==> config.mk <==
export PLATFORM = sky130hd
export DESIGN_NAME = hp_solo_mixer
export DESIGN_NICKNAME = d
export VERILOG_FILES = /design/src/rtl/hpmix_pkg.sv /design/src/rtl/hpmix_gain_ctrl.sv /design/src/rtl/hpmix_accum.sv /design/src/rtl/hpmix_out_stage.sv /design/src/rtl/hp_solo_mixer.sv
export SDC_FILE = /design/constraint.sdc
export NUM_CORES = 1
export LEC_CHECK = 0
export CAP_MARGIN = 20
export CORE_ASPECT_RATIO = 0.75
export CORE_UTILIZATION = 39
export DETAILED_ROUTE_END_ITERATION = 10
export DONT_BUFFER_PORTS = 1
export GPL_ROUTABILITY_DRIVEN = 0
export HOLD_SLACK_MARGIN = 0.12
export PLACE_DENSITY = 0.56
export SETUP_SLACK_MARGIN = 0.3
export SYNTH_ARGS = -nofsm -noshare
export SYNTH_HDL_FRONTEND = slang
export SYNTH_HIERARCHICAL = 1
export SYNTH_SLANG_ARGS = --single-unit
==> constraint.sdc <==
create_clock -name clk -period 8.7 [get_ports clk]
set_input_delay 1.305 -clock clk [delete_from_list [all_inputs] [get_ports clk]]
set_output_delay 1.305 -clock clk [all_outputs]
set_load 0.01 [all_outputs]
==> src/rtl/hpmix_pkg.sv <==
// Shared sizing helpers for the headphone mixer.
// Assumes: channel counts are at least 2.
package hpmix_pkg;

    // Width needed to count 0..n inclusive.
    function automatic int count_width(input int n);
        return $clog2(n + 1);
    endfunction

endpackage

==> src/rtl/hpmix_gain_ctrl.sv <==
// Holds the solo mask in force and the right-shift that goes with it.
// Assumes: a new mask is taken only with a valid frame-start sample, and the
// sample that carries the strobe already sees the new setting.
module hpmix_gain_ctrl
    import hpmix_pkg::*;
#(
    parameter int NUM_CH  = 16,
    parameter int SHIFT_W = 3
) (
    input  logic              clk,
    input  logic              rst_n,
    input  logic              frame_start,
    input  logic [NUM_CH-1:0] solo_mask_i,
    output logic [NUM_CH-1:0] eff_mask,
    output logic [SHIFT_W-1:0] eff_shift
);
    localparam int CNT_W      = count_width(NUM_CH);
    localparam int FULL_SHIFT = $clog2(NUM_CH);

    logic [NUM_CH-1:0]  mask_q;
    logic [SHIFT_W-1:0] shift_q;
    logic [CNT_W-1:0]   sel_cnt;
    logic [SHIFT_W-1:0] new_shift;

    // Count soloed channels in the incoming mask.
    always_comb begin
        sel_cnt = '0;
        for (int i = 0; i < NUM_CH; i++) begin
            sel_cnt = sel_cnt + CNT_W'(solo_mask_i[i]);
        end
    end

    // Shift: full for no solo, else ceil(log2(count)).
    always_comb begin
        if (sel_cnt == '0) begin
            new_shift = SHIFT_W'(FULL_SHIFT);
        end else begin
            new_shift = '0;
            for (int i = 0; i < FULL_SHIFT; i++) begin
                if ((CNT_W'(1) << i) < sel_cnt) begin
                    new_shift = SHIFT_W'(i + 1);
                end
            end
        end
    end

    // Latch the setting at each frame start.
    always_ff @(posedge clk) begin
        if (!rst_n) begin
            mask_q  <= '0;
            shift_q <= SHIFT_W'(FULL_SHIFT);
        end else if (frame_start) begin
            mask_q  <= solo_mask_i;
            shift_q <= new_shift;
        end
    end

    // The strobe sample uses the fresh setting, all others the held one.
    always_comb begin
        eff_mask  = frame_start ? solo_mask_i : mask_q;
        eff_shift = frame_start ? new_shift   : shift_q;
    end

endmodule

==> src/rtl/hpmix_accum.sv <==
// Frame accumulator: adds each enabled sample into a wide signed sum.
// Assumes: the frame strobe restarts the sum with its own sample, and the
// channel index NUM_CH-1 closes the frame.
module hpmix_accum #(
    parameter int NUM_CH   = 16,
    parameter int CH_W     = 4,
    parameter int SAMPLE_W = 24,
    parameter int ACC_W    = 28
) (
    input  logic                    clk,
    input  logic                    rst_n,
    input  logic                    smp_valid,
    input  logic                    frame_start,
    input  logic [CH_W-1:0]         chan,
    input  logic [SAMPLE_W-1:0]     data,
    input  logic [NUM_CH-1:0]       eff_mask,
    output logic signed [ACC_W-1:0] frame_sum,
    output logic                    frame_done
);
    logic signed [ACC_W-1:0] acc_q;
    logic signed [ACC_W-1:0] term;
    logic signed [ACC_W-1:0] base;
    logic                    chan_en;

    // Channel enabled when no solo is active or its bit is set.
    always_comb begin
        chan_en = (eff_mask == '0) || eff_mask[chan];
        term    = chan_en ? {{(ACC_W-SAMPLE_W){data[SAMPLE_W-1]}}, data} : '0;
        base    = frame_start ? '0 : acc_q;
    end

    // Running total including the current sample.
    always_comb begin
        frame_sum  = base + term;
        frame_done = smp_valid && (chan == CH_W'(NUM_CH - 1));
    end

    // Keep the running total.
    always_ff @(posedge clk) begin
        if (!rst_n) begin
            acc_q <= '0;
        end else if (smp_valid) begin
            acc_q <= frame_sum;
        end
    end

endmodule

==> src/rtl/hpmix_out_stage.sv <==
// Scales the finished frame sum, saturates it and registers the mono sample.
// Assumes: frame_done is a single-cycle qualifier for frame_sum.
module hpmix_out_stage #(
    parameter int ACC_W    = 28,
    parameter int SAMPLE_W = 24,
    parameter int SHIFT_W  = 3
) (
    input  logic                    clk,
    input  logic                    rst_n,
    input  logic                    frame_done,
    input  logic signed [ACC_W-1:0] frame_sum,
    input  logic [SHIFT_W-1:0]      shift,
    output logic                    mix_valid,
    output logic [SAMPLE_W-1:0]     mix_data
);
    localparam logic signed [ACC_W-1:0] SAT_MAX =
        {{(ACC_W-SAMPLE_W+1){1'b0}}, {(SAMPLE_W-1){1'b1}}};
    localparam logic signed [ACC_W-1:0] SAT_MIN =
        {{(ACC_W-SAMPLE_W+1){1'b1}}, {(SAMPLE_W-1){1'b0}}};

    logic signed [ACC_W-1:0] scaled;
    logic [SAMPLE_W-1:0]     clipped;

    // Arithmetic shift then clamp to the sample range.
    always_comb begin
        scaled = frame_sum >>> shift;
        if (scaled > SAT_MAX) begin
            clipped = SAT_MAX[SAMPLE_W-1:0];
        end else if (scaled < SAT_MIN) begin
            clipped = SAT_MIN[SAMPLE_W-1:0];
        end else begin
            clipped = scaled[SAMPLE_W-1:0];
        end
    end

    // Register the result and pulse valid for one cycle.
    always_ff @(posedge clk) begin
        if (!rst_n) begin
            mix_valid <= 1'b0;
            mix_data  <= '0;
        end else begin
            mix_valid <= frame_done;
            if (frame_done) begin
                mix_data <= clipped;
            end
        end
    end

endmodule

==> src/rtl/hp_solo_mixer.sv <==
// Mono headphone mixer with solo-dependent gain.
// Assumes: one TDM sample per valid cycle, the frame strobe comes with
// channel 0, and the channel NUM_CH-1 sample ends each frame.
module hp_solo_mixer #(
    parameter int NUM_CH   = 16,
    parameter int SAMPLE_W = 24
) (
    input  logic                       clk,
    input  logic                       rst_n,
    input  logic [NUM_CH-1:0]          solo_mask_i,
    input  logic                       smp_valid_i,
    input  logic                       smp_frame_i,
    input  logic [$clog2(NUM_CH)-1:0]  smp_chan_i,
    input  logic [SAMPLE_W-1:0]        smp_data_i,
    output logic                       mix_valid_o,
    output logic [SAMPLE_W-1:0]        mix_data_o
);
    localparam int CH_W    = $clog2(NUM_CH);
    localparam int ACC_W   = SAMPLE_W + CH_W;
    localparam int SHIFT_W = $clog2(CH_W + 1);

    logic                    frame_start;
    logic [NUM_CH-1:0]       eff_mask;
    logic [SHIFT_W-1:0]      eff_shift;
    logic signed [ACC_W-1:0] frame_sum;
    logic                    frame_done;

    // A frame starts only on a valid strobed sample.
    assign frame_start = smp_valid_i && smp_frame_i;

    hpmix_gain_ctrl #(
        .NUM_CH  (NUM_CH),
        .SHIFT_W (SHIFT_W)
    ) u_gain (
        .clk         (clk),
        .rst_n       (rst_n),
        .frame_start (frame_start),
        .solo_mask_i (solo_mask_i),
        .eff_mask    (eff_mask),
        .eff_shift   (eff_shift)
    );

    hpmix_accum #(
        .NUM_CH   (NUM_CH),
        .CH_W     (CH_W),
        .SAMPLE_W (SAMPLE_W),
        .ACC_W    (ACC_W)
    ) u_acc (
        .clk         (clk),
        .rst_n       (rst_n),
        .smp_valid   (smp_valid_i),
        .frame_start (frame_start),
        .chan        (smp_chan_i),
        .data        (smp_data_i),
        .eff_mask    (eff_mask),
        .frame_sum   (frame_sum),
        .frame_done  (frame_done)
    );

    hpmix_out_stage #(
        .ACC_W    (ACC_W),
        .SAMPLE_W (SAMPLE_W),
        .SHIFT_W  (SHIFT_W)
    ) u_out (
        .clk        (clk),
        .rst_n      (rst_n),
        .frame_done (frame_done),
        .frame_sum  (frame_sum),
        .shift      (eff_shift),
        .mix_valid  (mix_valid_o),
        .mix_data   (mix_data_o)
    );

endmodule

## After elaboration in Yosys (flattened, before gate mapping)

Cells that the tools add are included.

- Bits of input ports: 48
- Output and inout port bits: 25
- Word-level logic and storage cells: 48
- Flip-flop bits (word level): 72

- Shift-type cells: 1
- Add/sub/neg operators: 16
- Mux-type cells: 13
- Reductions and logical operators: 5
- Eq/ne operators: 1
- Order comparisons: 7

Operator list:

| cell | count |
|---|---|
| $add A5 B1 Y5 | 14 |
| $mux W28 | 2 |
| $mux W24 | 2 |
| $add A28 B28 Y28 | 1 |
| $gt A28 B24 Y1 const B | 1 |
| $lt A28 B24 Y1 const B | 1 |
| $sshr A28 B3 Y28 | 1 |
| $logic_not A16 Y1 | 1 |
| $mux W16 | 1 |
| $mux W3 | 3 |
| $logic_not A5 Y1 | 1 |
| $lt A1 B5 Y1 const A | 1 |
| $lt A2 B5 Y1 const A | 1 |
| $lt A3 B5 Y1 const A | 1 |
| $lt A4 B5 Y1 const A | 1 |
| $lt A4 B5 Y1 const B | 1 |
| $bmux W1 S4 | 1 |
| $eq A4 B4 Y1 const B | 1 |
| $mux W2 | 2 |
| $add A1 B1 Y2 | 1 |
| $logic_and A1 B1 Y1 | 2 |
| $mux W1 | 2 |
| $logic_or A1 B1 Y1 | 1 |

## Depth between registers and ports, before layout

- Depth in word-level cells: 26
- Mapped depth: 23
- Mapped depth without buffers: 19

## By module

Netlist, hierarchy kept.

Modules (own cells, without submodules):

| module | area an instance (sq um) | cells an instance | times used | seq. area each (sq um) |
|---|---|---|---|---|
| hpmix_accum | 3,203.1 | 407 | 1 | 560.5 |
| hpmix_out_stage | 1,990.7 | 165 | 1 | 500.5 |
| hpmix_gain_ctrl | 1,214.9 | 119 | 1 | 380.4 |
| hp_solo_mixer | 6.3 | 1 | 1 | 0.0 |

## Least setup slack after synthesis

OpenSTA, ideal clock, no wires.

- Path kind: in2reg
- From: input port smp_valid_i
- To: register u_out.mix_data[22]
- Buffers on the path: 4
- Arrival: 7.039 ns
- Stages: 23
- Setup time: 0.119 ns
- Data required time: 8.581 ns
- Path slack: 1.542 ns
- Path through: and2_1 > buf_2 > buf_2 > mux2_2 > mux4_1 > mux4_2 > nor2_4 > clkbuf_1 > nor2b_1 > ha_1 > fa_1 > a21o_1 > a21oi_1 > o21bai_1 > a22oi_1 > a211oi_1 > or3_1 > and2_1 > or4_4 > o221ai_2 > a41oi_4 > buf_6 > o221a_1

- Cells in the longest elaborated chain, start to end: 11
- Elaborated cells between the ends (all ways): 16

RTL lines:

| item | line | RTL |
|---|---|---|
| start, declared | hp_solo_mixer.sv:11 | `input logic smp_valid_i,` |
| $logic_and A1 B1 Y1 (*) | hp_solo_mixer.sv:29 | `assign frame_start = smp_valid_i && smp_frame_i;` |
| $mux W16 (*) | hpmix_gain_ctrl.sv:60 | `eff_mask = frame_start ? solo_mask_i : mask_q;` |
| named net eff_mask[11] | hp_solo_mixer.sv:23 | `logic [NUM_CH-1:0] eff_mask;` |
| $bmux W1 S4 | hpmix_accum.sv:27 | `chan_en = (eff_mask == '0) \|\| eff_mask[chan];` |
| $mux W1 (not written as such) | hpmix_accum.sv:27 |  |
| $logic_or A1 B1 Y1 (*) | hpmix_accum.sv:27 |  |
| $mux W28 (*) | hpmix_accum.sv:28 | `term = chan_en ? {{(ACC_W-SAMPLE_W){data[SAMPLE_W-1]}}, data} : '0;` |
| $add A28 B28 Y28 (*) | hpmix_accum.sv:34 | `frame_sum = base + term;` |
| named net frame_sum[26] | hp_solo_mixer.sv:25 | `logic signed [ACC_W-1:0] frame_sum;` |
| $sshr A28 B3 Y28 (*) | hpmix_out_stage.sv:26 | `scaled = frame_sum >>> shift;` |
| $lt A28 B24 Y1 | hpmix_out_stage.sv:29 | `end else if (scaled < SAT_MIN) begin` |
| $mux W24 | hpmix_out_stage.sv:29 |  |
| $mux W24 (*) | hpmix_out_stage.sv:27 | `if (scaled > SAT_MAX) begin` |
| end signal, assigned | hpmix_out_stage.sv:44 | `mix_data <= clipped;` |
| end, declared | hpmix_out_stage.sv:14 | `output logic [SAMPLE_W-1:0] mix_data` |

The timed path passes the listed nets; every way through them passes the cells marked *. The select of a mux whose other input is x is not followed.
A chain may end at the register's enable or synchronous reset.

## Worst setup path after layout

- From: input port smp_valid_i
- To: register u_out.mix_data[18]

The elaborated chain is that of the path after synthesis.

==> results_dict.tcl <==
set metrics [dict create \
    critical_path_class "primary input to register" \
    hold_buffers 0 \
    synth.avg_cell_area_um2 9.27 \
    fmaxAchievable_mhz 138 \
    async_reset_ff_share_pct 0 \
    crit_fanout 27 \
    dr.pass1.iters 5 \
    syn2layout_area_growth_pct 6.73 \
    syn_nets 783 \
    leakage_uw 0.00295 \
    worst_r2r_path_depth 17 \
    track_usage_pct 20.9 \
    p_sw_share_pct 37.1 \
    holdPathStages 2 \
    maxSlewHeadroom_pct 52.6 \
    avgRoutedWirePerCell_um 19.1 \
    die_w_um 150 \
    cts-htree-levels 3 \
    outcome "finished, final reports clean" \
    setup-tns-final_ns 0 \
    ctsResizeCount 0 \
    synth_ff_type "dfxtp_1" \
    worst_setup_hold_path_clk_slew_ns 0.05 \
    fin_crit_ns 7.27 \
    cts_made_buffers 9 \
    yosys_register_bits 72 \
    yosys_warnings 6 \
    rsz0062_at_grt "false" \
    hold_start "u_acc/acc_q[19]$_SDFFE_PN0P_" \
    viasPerCell 5.93 \
    num_vias 5225 \
    drc 0 \
    grt_max_degree 81 \
    power_frac_comb_pct 50.5 \
    setup_violations 0 \
    crit_arrival_ns 7.55 \
    layout_commonest_cell "dfxtp_1" \
    syn_inst 692 \
    antenna_found_initial 4 \
    cts_buffer_depth 2 \
    overflow 0 \
    hold_viol 0 \
    ant_nets 0 \
    grt_pass1_wl_um 27500 \
    holdWs_ns 0.468 \
    cts_tree "built" \
    start_util_pct 39.9 \
    ios 73 \
    layout_common_cells "72 x dfxtp_1, 65 x nor2b_1, 50 x a21oi_1, 35 x inv_1" \
    cts_setup_buffers 0 \
    end_kind "register" \
    n_fill_cell 1544 \
    synth.distinct_cells 69 \
    p_int_uw 977 \
    die_area_mm2 0.0170 \
    tightest_slew_ns 0.709 \
    fin_nets 756 \
    hold_path_class "register to register" \
    routed_wl_um 16800 \
    regToRegSetupSlack_ns 2.66 \
    min_to "u_acc/acc_q[19]$_SDFFE_PN0P_" \
    fin_crit_sh_pct 83.6 \
    drive_above_1_share_pct 12.9 \
    powerDensity_mw_per_mm2 227 \
    insertion_delay_ns 0.35 \
    die_h_um 113 \
    multi_input_area_mm2 0.00461 \
    register_area_mm2 0.00144 \
    r2r-end "u_out/mix_data[18]$_SDFFE_PN0P_" \
    finalClockSkew_ns 0.00862 \
    yosysSeqAreaShare_pct 22.5 \
    numClockSinks 72 \
    cp-start-kind "primary input" \
    r2r_start "u_gain/mask_q[9]$_SDFF_PN0_" \
    row_count 40 \
    p_clk_share_pct 26.4 \
    crit_required_ns 8.98 \
    clockRootBuffer "clkbuf_16" \
    synth_edf_count 0 \
    coreArea_mm2 0.0161 \
    first_global_vias 5158 \
    seq_power_share_pct 23.1 \
    cap_violations 0 \
    vdd.ir_drop.worst_v 0.000134 \
    syn-cell-area_mm2 0.00641 \
    dpl.hpwl_um 12600 \
    slew_violations 0 \
    p_sw_uw 577 \
    portBuffers 0 \
    drt_iter0_drc 319 \
]
-- final cells by class --
cell class                      count  share of cell area, %
Clock inverter                      3                  0.950
Inverter                           36                   1.97
Timing Repair Buffer                8                  0.987
Antenna cell                        2                 0.0731
Sequential cell                    72                   21.1
Clock buffer                       12                   3.75
Multi-Input combinational cell    538                   67.4
Tap cell                          210                   3.84
-- cell usage after synthesis, types with 12 or more instances --
library cell / n / area, um^2
a21oi_1: 50 / 250
mux2_2: 17 / 191
o21ai_0: 16 / 80.1
nand3_1: 12 / 60.1
inv_1: 35 / 131
ha_1: 32 / 400
nor2_1: 21 / 78.8
xnor2_1: 13 / 114
nor2b_1: 65 / 407
dfxtp_1: 72 / 1440
clkbuf_1: 28 / 105
a21o_1: 15 / 113
mux2i_1: 30 / 300
and2_1: 31 / 194
mux4_2: 25 / 563
o221a_1: 21 / 236
nand2_1: 32 / 120
-- logic make-up (layout without fill, tap and decap cells) --
logic type      after synthesis  in the layout  synth area share [%]
mux                          77             77                  18.5
flops                        72             72                  22.5
xor+xnor                     20             20                  2.85
other cells                   0              2                     0
fa+ha+maj                    43             43                  9.67
simple gates                228            228                  20.9
buf+inv                      82             59                  5.75
compound gates              170            170                  19.9
-- power groups by stage --
stage / Sequential (uW) / Combinational [uW] / Clock (uW)
after floorplan: 364 / 681 / 0
after global placement: 366 / 765 / 0
after detailed placement: 366 / 783 / 0
after CTS: 359 / 787 / 421
after global routing: 361 / 860 / 435
final: 359 / 784 / 410
-- how the worst max path moves through the flow --
stage           startpoint                         endpoint  slack [ns]  depth (start not counted)
2_1_floorplan  smp_valid_i  u_out/mix_data[22]$_SDFFE_PN0P_        1.54                         23
3_3_place_gp   smp_valid_i   u_out/mix_data[9]$_SDFFE_PN0P_        1.34                         17
3_5_place_dp   smp_valid_i   u_out/mix_data[4]$_SDFFE_PN0P_        1.18                         18
4_1_cts        smp_valid_i  u_out/mix_data[18]$_SDFFE_PN0P_        1.52                         18
5_1_grt        smp_valid_i   u_out/mix_data[9]$_SDFFE_PN0P_        1.10                         18
6_report       smp_valid_i  u_out/mix_data[18]$_SDFFE_PN0P_        1.43                         18
-- metal layers --
| layer | vias to the layer above | global-route usage [%] | wire [um] |
|---|---|---|---|
| met5 | - | 0 | 13 |
| met4 | 2 | 6.73 | 268 |
| met3 | 24 | 5.81 | 1110 |
| met2 | 168 | 31.6 | 7330 |
| met1 | 2514 | 28.6 | 8110 |
| li1 | 2517 | - | - |
-- sequential cells by signal, summed over array words and instances, names as in the netlist --
signal / flops
u_acc/acc_q: 28
u_out/mix_data: 24
u_gain/mask_q: 16
u_gain/shift_q: 3
u_out/mix_valid: 1
-- per-stage QoR --
step	power [uW]	cell area [um^2]	setup WS [ns]	util [%]	instances
finish	1550	6850	1.43	42.6	881
global route	1660	6850	1.10	42.6	881
CTS	1570	6830	1.52	42.5	878
detailed placement	1150	6500	1.18	40.5	863
global placement	1130	6500	1.34	40.5	863
floorplan	1040	6410	1.54	-	692
-- worst max-delay path, stage by stage --
cell and delay (ns):
and2_2 0.41, mux2_2 0.41, mux4_1 0.50, mux4_2 0.51
nor2_4 0.34, nor2b_1 0.11, ha_1 0.25, fa_1 0.41
a21o_1 0.18, a21oi_1 0.30, o31ai_1 0.21, a21oi_1 0.46
a21oi_1 0.16, xor2_1 0.56, mux4_1 0.39, inv_1 0.07
a41oi_4 0.62, o221a_1 0.32
Power figures use the tool's default switching activity.
